File: src/rtl/clkctl_pkg.sv
package clkctl_pkg;

    typedef enum logic [1:0] {
        PH_UNLOCKED,
        PH_LOCKING,
        PH_ALIGNING,
        PH_LOCKED
    } pll_phase_e;

    typedef enum logic [2:0] {
        V_NONE,
        V_ADDR,
        V_PROT,
        V_DIVW,
        V_MULW
    } viol_e;

    typedef enum logic [2:0] {
        SEL_NONE,
        SEL_CTL,
        SEL_DIV,
        SEL_STAT,
        SEL_PROT
    } reg_sel_e;

    localparam int NUM_REGS = 4;
    localparam int IDX_CTL  = 0;
    localparam int IDX_DIV  = 1;
    localparam int IDX_STAT = 2;
    localparam int IDX_PROT = 3;

    localparam int NUM_FLAGS    = 4;
    localparam int BIT_DIVERR   = 20;
    localparam int BIT_MULERR   = 19;
    localparam int BIT_PROTERR  = 17;
    localparam int BIT_ADDRERR  = 16;
    localparam int BIT_WDFAULT  = 15;
    localparam int BIT_WDCODE_L = 12;

endpackage

File: src/rtl/clkctl_phase_fsm.sv
module clkctl_phase_fsm
    import clkctl_pkg::*;
(
    input  logic       clk,
    input  logic       rst_n,
    input  logic       locking,
    input  logic       locked,
    input  logic       aligning,
    output pll_phase_e phase,
    output logic       in_locking,
    output logic       in_aligning
);

    pll_phase_e state_q, state_d;

    always_ff @(posedge clk or negedge rst_n) begin
        if (!rst_n) state_q <= PH_UNLOCKED;
        else        state_q <= state_d;
    end

    always_comb begin
        if (locking)                state_d = PH_LOCKING;
        else if (locked && aligning) state_d = PH_ALIGNING;
        else if (locked)            state_d = PH_LOCKED;
        else                        state_d = PH_UNLOCKED;
    end

    always_comb begin
        phase       = state_q;
        in_locking  = 1'b0;
        in_aligning = 1'b0;
        unique case (state_q)
            PH_UNLOCKED: ;
            PH_LOCKING:  in_locking  = 1'b1;
            PH_ALIGNING: in_aligning = 1'b1;
            PH_LOCKED:   ;
            default:     ;
        endcase
    end

    AST_LOCKING_WINS: assert property (@(posedge clk) disable iff (!rst_n)
        locking |=> (phase == PH_LOCKING)) else $error("phase priority");

    AST_IDLE_UNLOCKED: assert property (@(posedge clk) disable iff (!rst_n)
        (!locking && !locked) |=> (phase == PH_UNLOCKED)) else $error("phase idle");

endmodule

File: src/rtl/clkctl_access_chk.sv
module clkctl_access_chk
    import clkctl_pkg::*;
#(
    parameter int ADDR_W = 6
) (
    input  logic              valid,
    input  logic              write,
    input  logic [ADDR_W-1:0] addr,
    input  logic              prot_en,
    input  logic              in_locking,
    input  logic              in_aligning,
    output reg_sel_e          sel,
    output viol_e             viol
);

    localparam int IDX_W = ADDR_W - 2;

    logic [IDX_W-1:0] idx;
    logic             misaligned;
    logic             unmapped;

    assign idx        = addr[ADDR_W-1:2];
    assign misaligned = |addr[1:0];
    assign unmapped   = (idx >= IDX_W'(NUM_REGS));

    always_comb begin
        sel  = SEL_NONE;
        viol = V_NONE;
        if (valid) begin
            if (misaligned || unmapped) begin
                viol = V_ADDR;
            end else begin
                unique case (idx)
                    IDX_W'(IDX_CTL):  sel = SEL_CTL;
                    IDX_W'(IDX_DIV):  sel = SEL_DIV;
                    IDX_W'(IDX_STAT): sel = SEL_STAT;
                    default:          sel = SEL_PROT;
                endcase
                if (write) begin
                    if ((sel == SEL_CTL || sel == SEL_DIV) && prot_en)
                        viol = V_PROT;
                    else if (sel == SEL_DIV && in_aligning)
                        viol = V_DIVW;
                    else if (sel == SEL_CTL && in_locking)
                        viol = V_MULW;
                end
            end
        end
    end

endmodule

File: src/rtl/clkctl_stat_flags.sv
module clkctl_stat_flags
    import clkctl_pkg::*;
(
    input  logic                 clk,
    input  logic                 rst_n,
    input  logic [NUM_FLAGS-1:0] set_vec,
    input  logic [NUM_FLAGS-1:0] clr_vec,
    output logic [NUM_FLAGS-1:0] flags
);

    for (genvar k = 0; k < NUM_FLAGS; k++) begin : g_flag
        always_ff @(posedge clk or negedge rst_n) begin
            if (!rst_n)          flags[k] <= 1'b0;
            else if (set_vec[k]) flags[k] <= 1'b1;
            else if (clr_vec[k]) flags[k] <= 1'b0;
        end

        AST_STICKY_HOLD: assert property (@(posedge clk) disable iff (!rst_n)
            (!set_vec[k] && !clr_vec[k]) |=> $stable(flags[k])) else $error("sticky");

        AST_W1C_CLEAR: assert property (@(posedge clk) disable iff (!rst_n)
            (clr_vec[k] && !set_vec[k]) |=> !flags[k]) else $error("w1c");
    end

endmodule

File: src/rtl/clkctl_regbank.sv
module clkctl_regbank
    import clkctl_pkg::*;
#(
    parameter int          ADDR_W  = 6,
    parameter int          MULT_W  = 8,
    parameter int          IDIV_W  = 6,
    parameter logic [13:0] CTL_RST = 14'h0110,
    parameter logic [31:0] DIV_RST = 32'h0000_0421
) (
    input  logic                     clk,
    input  logic                     rst_n,
    input  logic                     bus_valid,
    input  logic                     bus_write,
    input  logic [ADDR_W-1:0]        bus_addr,
    input  logic [31:0]              bus_wdata,
    output logic [31:0]              bus_rdata,
    output logic                     bus_err,
    input  logic                     pll_locking,
    input  logic                     pll_locked,
    input  logic                     pll_aligning,
    input  logic [1:0]               wd_stat,
    output logic [MULT_W+IDIV_W-1:0] cfg_ctl,
    output logic [31:0]              cfg_div
);

    localparam int CTL_W = MULT_W + IDIV_W;

    pll_phase_e            phase;
    logic                  in_locking, in_aligning;
    reg_sel_e              sel;
    viol_e                 viol;
    logic                  prot_q;
    logic [CTL_W-1:0]      ctl_q;
    logic [31:0]           div_q;
    logic [NUM_FLAGS-1:0]  set_vec, clr_vec, flags;
    logic                  wr_ok;
    logic [31:0]           stat_word;

    clkctl_phase_fsm u_phase (
        .clk        (clk),
        .rst_n      (rst_n),
        .locking    (pll_locking),
        .locked     (pll_locked),
        .aligning   (pll_aligning),
        .phase      (phase),
        .in_locking (in_locking),
        .in_aligning(in_aligning)
    );

    clkctl_access_chk #(.ADDR_W(ADDR_W)) u_chk (
        .valid      (bus_valid),
        .write      (bus_write),
        .addr       (bus_addr),
        .prot_en    (prot_q),
        .in_locking (in_locking),
        .in_aligning(in_aligning),
        .sel        (sel),
        .viol       (viol)
    );

    assign set_vec = {viol == V_DIVW, viol == V_MULW, viol == V_PROT, viol == V_ADDR};
    assign wr_ok   = bus_write && (viol == V_NONE);
    assign clr_vec = (wr_ok && sel == SEL_STAT)
                   ? {bus_wdata[BIT_DIVERR], bus_wdata[BIT_MULERR],
                      bus_wdata[BIT_PROTERR], bus_wdata[BIT_ADDRERR]}
                   : '0;

    clkctl_stat_flags u_flags (
        .clk    (clk),
        .rst_n  (rst_n),
        .set_vec(set_vec),
        .clr_vec(clr_vec),
        .flags  (flags)
    );

    always_ff @(posedge clk or negedge rst_n) begin
        if (!rst_n) begin
            ctl_q  <= CTL_RST[CTL_W-1:0];
            div_q  <= DIV_RST;
            prot_q <= 1'b0;
        end else if (wr_ok) begin
            unique case (sel)
                SEL_CTL:  ctl_q  <= bus_wdata[CTL_W-1:0];
                SEL_DIV:  div_q  <= bus_wdata;
                SEL_PROT: prot_q <= bus_wdata[0];
                default:  ;
            endcase
        end
    end

    always_comb begin
        stat_word = '0;
        stat_word[BIT_DIVERR]  = flags[3];
        stat_word[BIT_MULERR]  = flags[2];
        stat_word[BIT_PROTERR] = flags[1];
        stat_word[BIT_ADDRERR] = flags[0];
        stat_word[BIT_WDFAULT] = |wd_stat;
        stat_word[BIT_WDCODE_L +: 3] = {1'b0, wd_stat};
    end

    always_comb begin
        bus_rdata = '0;
        unique case (sel)
            SEL_CTL:  bus_rdata = {{(32-CTL_W){1'b0}}, ctl_q};
            SEL_DIV:  bus_rdata = div_q;
            SEL_STAT: bus_rdata = stat_word;
            SEL_PROT: bus_rdata = {31'b0, prot_q};
            default:  bus_rdata = '0;
        endcase
    end

    assign bus_err = (viol == V_ADDR) || (viol == V_PROT);
    assign cfg_ctl = ctl_q;
    assign cfg_div = div_q;

    AST_DIV_HELD_ALIGN: assert property (@(posedge clk) disable iff (!rst_n)
        (bus_valid && bus_write && bus_addr == ADDR_W'(4) && phase == PH_ALIGNING)
        |=> $stable(cfg_div)) else $error("div align");

    AST_CTL_HELD_LOCKING: assert property (@(posedge clk) disable iff (!rst_n)
        (bus_valid && bus_write && bus_addr == ADDR_W'(0) && phase == PH_LOCKING)
        |=> $stable(cfg_ctl)) else $error("ctl locking");

    AST_PROT_DROP: assert property (@(posedge clk) disable iff (!rst_n)
        (bus_valid && bus_write && prot_q && (bus_addr == ADDR_W'(0) || bus_addr == ADDR_W'(4)))
        |=> ($stable(cfg_ctl) && $stable(cfg_div))) else $error("prot");

    AST_ADDR_ERR: assert property (@(posedge clk) disable iff (!rst_n)
        (bus_valid && |bus_addr[1:0]) |-> bus_err) else $error("misaligned");

    AST_ERR_FLAGGED: assert property (@(posedge clk) disable iff (!rst_n)
        (bus_valid && bus_err) |=> (flags[1] || flags[0])) else $error("err flag");

endmodule

File: config.mk
export PLATFORM = sky130hd
export DESIGN_NAME = clkctl_regbank
export DESIGN_NICKNAME = d
export VERILOG_FILES = /design/src/rtl/clkctl_pkg.sv /design/src/rtl/clkctl_phase_fsm.sv /design/src/rtl/clkctl_access_chk.sv /design/src/rtl/clkctl_stat_flags.sv /design/src/rtl/clkctl_regbank.sv
export SDC_FILE = /design/constraint.sdc
export NUM_CORES = 1
export LEC_CHECK = 0
export BUFFER_PORTS_ARGS = -buffer_cell sky130_fd_sc_hd__buf_2
export CORE_ASPECT_RATIO = 0.75
export CORE_UTILIZATION = 42
export CTS_CLUSTER_DIAMETER = 60
export DETAILED_ROUTE_END_ITERATION = 12
export GPL_TIMING_DRIVEN = 0
export PLACE_DENSITY = 0.87
export SYNTH_ARGS = -nofsm -noshare
export SYNTH_HDL_FRONTEND = slang
export SYNTH_HIERARCHICAL = 1
export SYNTH_SLANG_ARGS = --single-unit
export TNS_END_PERCENT = 10
File: constraint.sdc
create_clock -name clk -period 2.93 [get_ports clk]
set_clock_uncertainty 0.05 [all_clocks]
set_input_delay 0.586 -clock clk [delete_from_list [all_inputs] [get_ports clk]]
set_output_delay 0.586 -clock clk [all_outputs]
set_load 0.03 [all_outputs]
==> results of run 1 <==
==> cell usage after synthesis (2+ instances only) <==
cell	count	area (um2)
a21o_1	5	37.5
a22o_1	15	131
a22oi_1	2	15.0
and2_1	13	81.3
and3_1	4	25.0
and3b_1	2	17.5
buf_2	3	15.0
buf_6	5	56.3
clkbuf_1	3	11.3
dfrtp_1	48	1200
dfstp_2	5	131
inv_1	6	22.5
mux2_1	20	225
mux2_2	9	101
mux2_4	20	300
nand2_1	4	15.0
nand2_2	2	12.5
nand3_1	2	10.0
nor2_1	3	11.3
nor2b_1	3	18.8
nor3_1	3	15.0
nor3b_1	4	30.0
nor4_2	2	25.0
o21ai_0	2	10.0
==> cell usage in the layout, fill, tap and decap left out, types with 5 or more instances in the layout <==
master    count
a22o_4        9
dfrtp_1      48
buf_2        90
a22o_1        6
a21o_1        5
buf_4        24
inv_1         6
and2_1        9
buf_6        33
mux2_4       21
mux2_2        8
mux2_1       20
clkbuf_8      6
dfstp_2       5
==> worst register-to-register path: stages, from the launching register on <==
cell and delay, ns:
dfrtp_1 0.38, nor2b_1 0.14, a21oi_1 0.26, nor4_4 0.06, buf_4 0.17, nor4b_4 0.48, nand2_2 0.22, buf_6 0.21
mux2_1 0.32
==> where the power goes <==
group	switching [mW]	total, mW	internal (mW)
Sequential	0.0578	0.857	0.800
Combinational	0.219	0.362	0.143
Clock	0.229	0.485	0.257
Total	0.505	1.70	1.20
==> metrics by stage <==
step                power [mW]  setup TNS [ns]  utilization (%)  area [um2]
finish                    1.70          -0.860             67.6        4020
global route              1.79           -2.90             67.6        4020
CTS                       1.72           -1.14             66.8        3970
detailed placement        1.21          -15.80             58.6        3480
global placement          1.20          -14.49             58.6        3480
floorplan                 1.08           -1.16                -        2760
==> logic make-up after synthesis <==
group                     share of synthesized area (%)
and+or+nand+nor                                    13.4
DFF                                                50.2
AOI/OAI and AO/OA                                  8.40
xor gates and xnor gates                          0.330
buffers and inverters                              3.96
muxes                                              23.6
==> registers in the layout, indices dropped and copies added, names as in the netlist <==
register	count
cfg_ctl	14
u_phase/phase	2
prot_q	1
u_flags/flags	4
cfg_div	32
==> area by class of cell <==
class | instances | area (um2) | area share, %
clock inverter | 2 | 38.8 | 0.965
clock buffer | 6 | 72.6 | 1.81
tap | 78 | 97.6 | 2.43
inverter | 6 | 22.5 | 0.560
multi-input combinational | 129 | 1410 | 35.1
timing repair buffer | 141 | 938 | 23.3
sequential | 53 | 1330 | 33.2
buffer | 9 | 108 | 2.68
==> what timing repair did <==
item	CTS	global route
gates resized for setup	81	6
setup buffers	13	3
pin swaps	16	4
endpoints found under the setup margin	33	33
==> per-layer routing <==
| metal | global-route usage [%] | part of all wire [%] | up-vias |
|---|---|---|---|
| li1 | - | - | 1014 |
| met1 | 27.1 | 44 | 1052 |
| met2 | 38.4 | 49 | 89 |
| met3 | 4.09 | 6.1 | 2 |
| met4 | 3.93 | 0.27 | 0 |
| met5 | 0 | 0 | - |
==> how the worst max path moves through the flow <==
stage	start	to	slack, ns	depth (start not counted)
after floorplan	bus_addr[5]	bus_rdata[14]	-0.05	8
after global placement	bus_addr[5]	bus_rdata[4]	-0.50	8
after detailed placement	bus_addr[5]	bus_rdata[4]	-0.53	8
after CTS	bus_addr[0]	bus_rdata[23]	-0.07	9
after global routing	bus_addr[0]	bus_rdata[19]	-0.13	9
final	bus_addr[0]	bus_err	-0.08	7
==> flow_summary.toml, run 1 <==
[status]
status = "finished, violations left"
violations = "negative setup slack"

[floorplan]
pin_count = 126
die_height_um = 70.8
num_rows = 24
die_w_um = 93.8
core_mm2 = 0.00595
dieArea_mm2 = 0.00664
initial_utilization_pct = 44.6

[worst_setup_path]
critical_path_arrival_ns = 2.38
path_class = "in -> out"
cpMostUsedCell = "buf_4"
end_kind = "output port"
worst_ep_required_time_ns = 2.29
cp_slowest_stage_delay_ns = 0.59
reg2reg_depth = 8
worst-path-buf-inv = 3
r2r_setup_slack_ns = 0.52
crit_fanout = 5
cp_cell_sequence = "buf_6 -> or4_4 -> buf_4 -> o2bb2ai_1 -> nor3b_2 -> or2_2 -> buf_4"
crit_path_start_kind = "primary input"
reg2reg_from = "u_phase/phase[1]$_DFF_PN0_"
reg2reg_to = "cfg_div[12]$_DFFE_PN0P_"
critPathTopFamily = "simple AND/OR/NAND/NOR gates"
slowest_stage = "or4_4"

[global_route]
grt_pass1_wl_um = 10800
antenna_found_initial = 0
grt_usage_pct = 21.4
gr-total-overflow = 0
grt_max_degree = 54
first_global_vias = 2222

[logic_synthesis]
synthFlopType = "dfrtp_1"
ys_seq_elements = 53
synth-edff-count = 0
synthDistinctLibCells = 38
syn_nets = 246
yosysSeqAreaShare_pct = 50.2
syn_avg_cell_area_um2 = 13.3
syn_inst = 199
yosysWarnings = 6
syn-cell-area_mm2 = 0.00265
ys_async_sr_fraction_pct = 100

[sta]
fin_ws_ns = -0.0843
drv_slew = 0
period_minus_slack_ns = 3.01
slew_headroom_pct = 24.4
timing.hold.ws_ns = 0.395
worst_pin_slew_ns = 1.13
timing.final.crit_share_pct = 103
setup_viol = 21
final_hold_viol_count = 0
fmax_mhz = 332
grt_setup_unrepaired = "yes"

[place]
port_buffers = 125
dp_slack_ns = -0.526
hpwlAfterDp_um = 4760
place_congestion = 0.803
dp.cells = 402

[cells_and_area]
final_layout_size_suffix_gt1_share_pct = 65.3
antennaDiodeCount = 0
layout.nets = 392
stdcell_count = 424
fill_cells = 446
syn2layout_area_growth_pct = 51.5

[drt]
drt-total-wl_um = 6930
postRouteAntennaNets = 0
route.detailed.drc = 0
drtIter0Drc = 50
vias_per_cell = 5.09
post_drt_wl_per_cell_um = 16.3
first_pass_iters = 3
vias = 2157

[cts]
cts_tree = "built"
clk_latency_ns = 0.29
clk_pin_slew_ns = 0.09
ctsHoldBuffers = 0
cts.sinks = 53
numCtsBuffers = 5
cts-root-buf = "clkbuf_8"
clockBufferDepth = 2
cts_max_level = 2

[power_and_ir_drop]
power_density_mw_per_mm2 = 424
vdd_drop_max_v = 0.000325
leakage_nw = 2.26

[min_path]
hold_end = "u_phase/phase[1]$_DFF_PN0_"
holdCritStartpoint = "pll_locking"
min_path_cells = 2
hp-class = "in -> reg"

[run]
maxCapViolCount = 0
(Power assumes the default switching activity.)
==> run 2, diff against run 1 <==
PLACE_DENSITY = 0.74   (was 0.87)
SETUP_SLACK_MARGIN = 0.4   (was unset)
clock period = 2.6 ns   (was 2.93 ns; I/O delays follow)
==> run 2 against run 1 <==
Compared with the run above:
- the run still ends with negative setup slack left
- combinational power up 14%
- worst setup slack worse by 0.26 ns
- sequential share of layout area decreased by 0.36 points
- total power increased by 7.2%
- critical path depth up 3
- die area did not move
- critical endpoint is now bus_rdata[25]
- largest cell class unchanged
==> flow_summary.toml, run 2 (synthesis results as in run 1) <==
[power_and_ir_drop]
vdd_drop_max_v = 0.000346
leakage_nw = 2.26
power_density_mw_per_mm2 = 450
finalPower_mw = 1.83

[worst_setup_path]
path_class = "in -> out"
end_kind = "output port"
startpoint = "bus_addr[5]"
reg2reg_from = "u_phase/phase[1]$_DFF_PN0_"
critical_path_arrival_ns = 2.37
slowest_stage = "or4_4"
cp_slowest_stage_delay_ns = 0.53
reg2reg_depth = 8
cp_cell_sequence = "buf_6 -> or4_4 -> buf_8 -> nor3_4 -> buf_6 -> nor3b_4 -> buf_6 -> buf_8 -> and2_4 -> buf_6"
worst_ep_required_time_ns = 2.03
cpMostUsedCell = "buf_6"
crit_path_start_kind = "primary input"
crit_fanout = 10

[sta]
worst_pin_slew_ns = 1.15
timing.final.crit_share_pct = 113
fmax_mhz = 340
fin_ws_ns = -0.344
slew_headroom_pct = 23.6
drv_slew = 0
grt_setup_unrepaired = "yes"
setup_viol = 73
timing.hold.ws_ns = 0.328
final_hold_viol_count = 0
period_minus_slack_ns = 2.94

[floorplan]
die_w_um = 93.8
initial_utilization_pct = 44.6
die_height_um = 70.8
core_mm2 = 0.00595
pin_count = 126
num_rows = 24
dieArea_mm2 = 0.00664

[cells_and_area]
antennaDiodeCount = 0
final_layout_size_suffix_gt1_share_pct = 68.1
design_area_mm2 = 0.00406
register_area_mm2 = 0.00133
syn2layout_area_growth_pct = 53.2
fill_cells = 436
final_cell_mix = "92 x buf_2, 48 x dfrtp_1, 40 x buf_6, 21 x mux2_4, 20 x mux2_1"
stdcell_count = 429
largest_reg_flops = 32
layout_commonest_cell = "buf_2"
layout.nets = 397
multiInputGateArea_mm2 = 0.00141

[cts]
clk_pin_slew_ns = 0.09
clockBufferDepth = 2
cts-root-buf = "clkbuf_8"
numCtsBuffers = 5
cts_tree = "built"
clk_latency_ns = 0.29
cts.sinks = 53
cts_max_level = 2

[min_path]
min_path_cells = 2
hp-class = "in -> reg"
holdCritStartpoint = "pll_locking"

[drt]
drtIter0Drc = 33
vias = 2187
post_drt_wl_per_cell_um = 16.1
postRouteAntennaNets = 0
vias_per_cell = 5.10
first_pass_iters = 4
drt-total-wl_um = 6930
route.detailed.drc = 0

[place]
hpwlAfterDp_um = 4880
port_buffers = 125
dp.cells = 402
place_congestion = 0.801
dpl_cell_area_mm2 = 0.00353
dp_slack_ns = -0.662

[global_route]
gr-total-overflow = 0
grt_max_degree = 54
grt_usage_pct = 21.4
use_met1_pct = 29.2
grt-busiest-layer = "met2"
use_met2_pct = 34.3
gr-usage-met3_pct = 5.70
antenna_found_initial = 0
grt_pass1_wl_um = 11000
first_global_vias = 2160

[status]
status = "finished, violations left"
violations = "negative setup slack"

[run]
maxCapViolCount = 0
## run 2: final cells by class
| type | instances | area share (%) |
|---|---|---|
| plain buffers | 11 | 3.26 |
| clock buffers | 7 | 1.88 |
| flip-flops and latches | 53 | 32.8 |
| clock inverters | 1 | 0.185 |
| inverters | 6 | 0.554 |
| repair buffers | 144 | 24.3 |
| well taps | 78 | 2.40 |
| multi-input cells | 129 | 34.6 |
## run 2: worst paths after layout
check | to | slack, ns
setup / recovery | bus_rdata[25] | -0.34
hold / removal | u_phase/phase[1]$_DFF_PN0_ | 0.33
setup reg to reg | cfg_ctl[5]$_DFFE_PN0P_ | 0.14
hold reg to reg | u_flags/flags[3]$_DFFE_PN0P_ | 0.44
max in group asynchronous | prot_q$_DFFE_PN0P_ | 1.40
min in group asynchronous | cfg_div[20]$_DFFE_PN0P_ | 0.39
## run 2: where the power goes
| part | internal [mW] | leakage (nW) | switching, mW | total, mW |
|---|---|---|---|---|
| Sequential | 0.901 | 0.697 | 0.0613 | 0.962 |
| Combinational | 0.163 | 1.52 | 0.251 | 0.414 |
| Clock | 0.191 | 0.0385 | 0.260 | 0.451 |
| Total | 1.26 | 2.26 | 0.572 | 1.83 |
## run 2: critical path, delay by kind of cell
family,cells,cell delay [ns]
buffers and inverters,6,0.82
AND/OR/NAND/NOR,4,1.03
## run 2: what timing repair did
| action | CTS | global route |
|---|---|---|
| buffers inserted | 16 | 2 |
| hold buffers | 0 | 0 |
| endpoints found under the setup margin | 84 | 84 |
| cloned | 1 | 0 |
| gates resized for setup | 85 | 12 |
| pin swaps | 19 | 4 |
## run 2: per-stage QoR
step / utilization [%] / TNS [ns]
after detailed placement: 59.4 / -34.53
after global placement: 59.4 / -30.86
final: 68.3 / -12.25
after global routing: 68.3 / -18.31
after CTS: 67.4 / -11.90
after floorplan: - / -4.65
## run 2: per-layer routing
metal	vias up	wire length, um	share of wire [%]
li1	1026	-	-
met1	1066	3100	45
met2	90	3260	47
met3	5	523	7.6
met4	0	38	0.55
met5	-	0	0
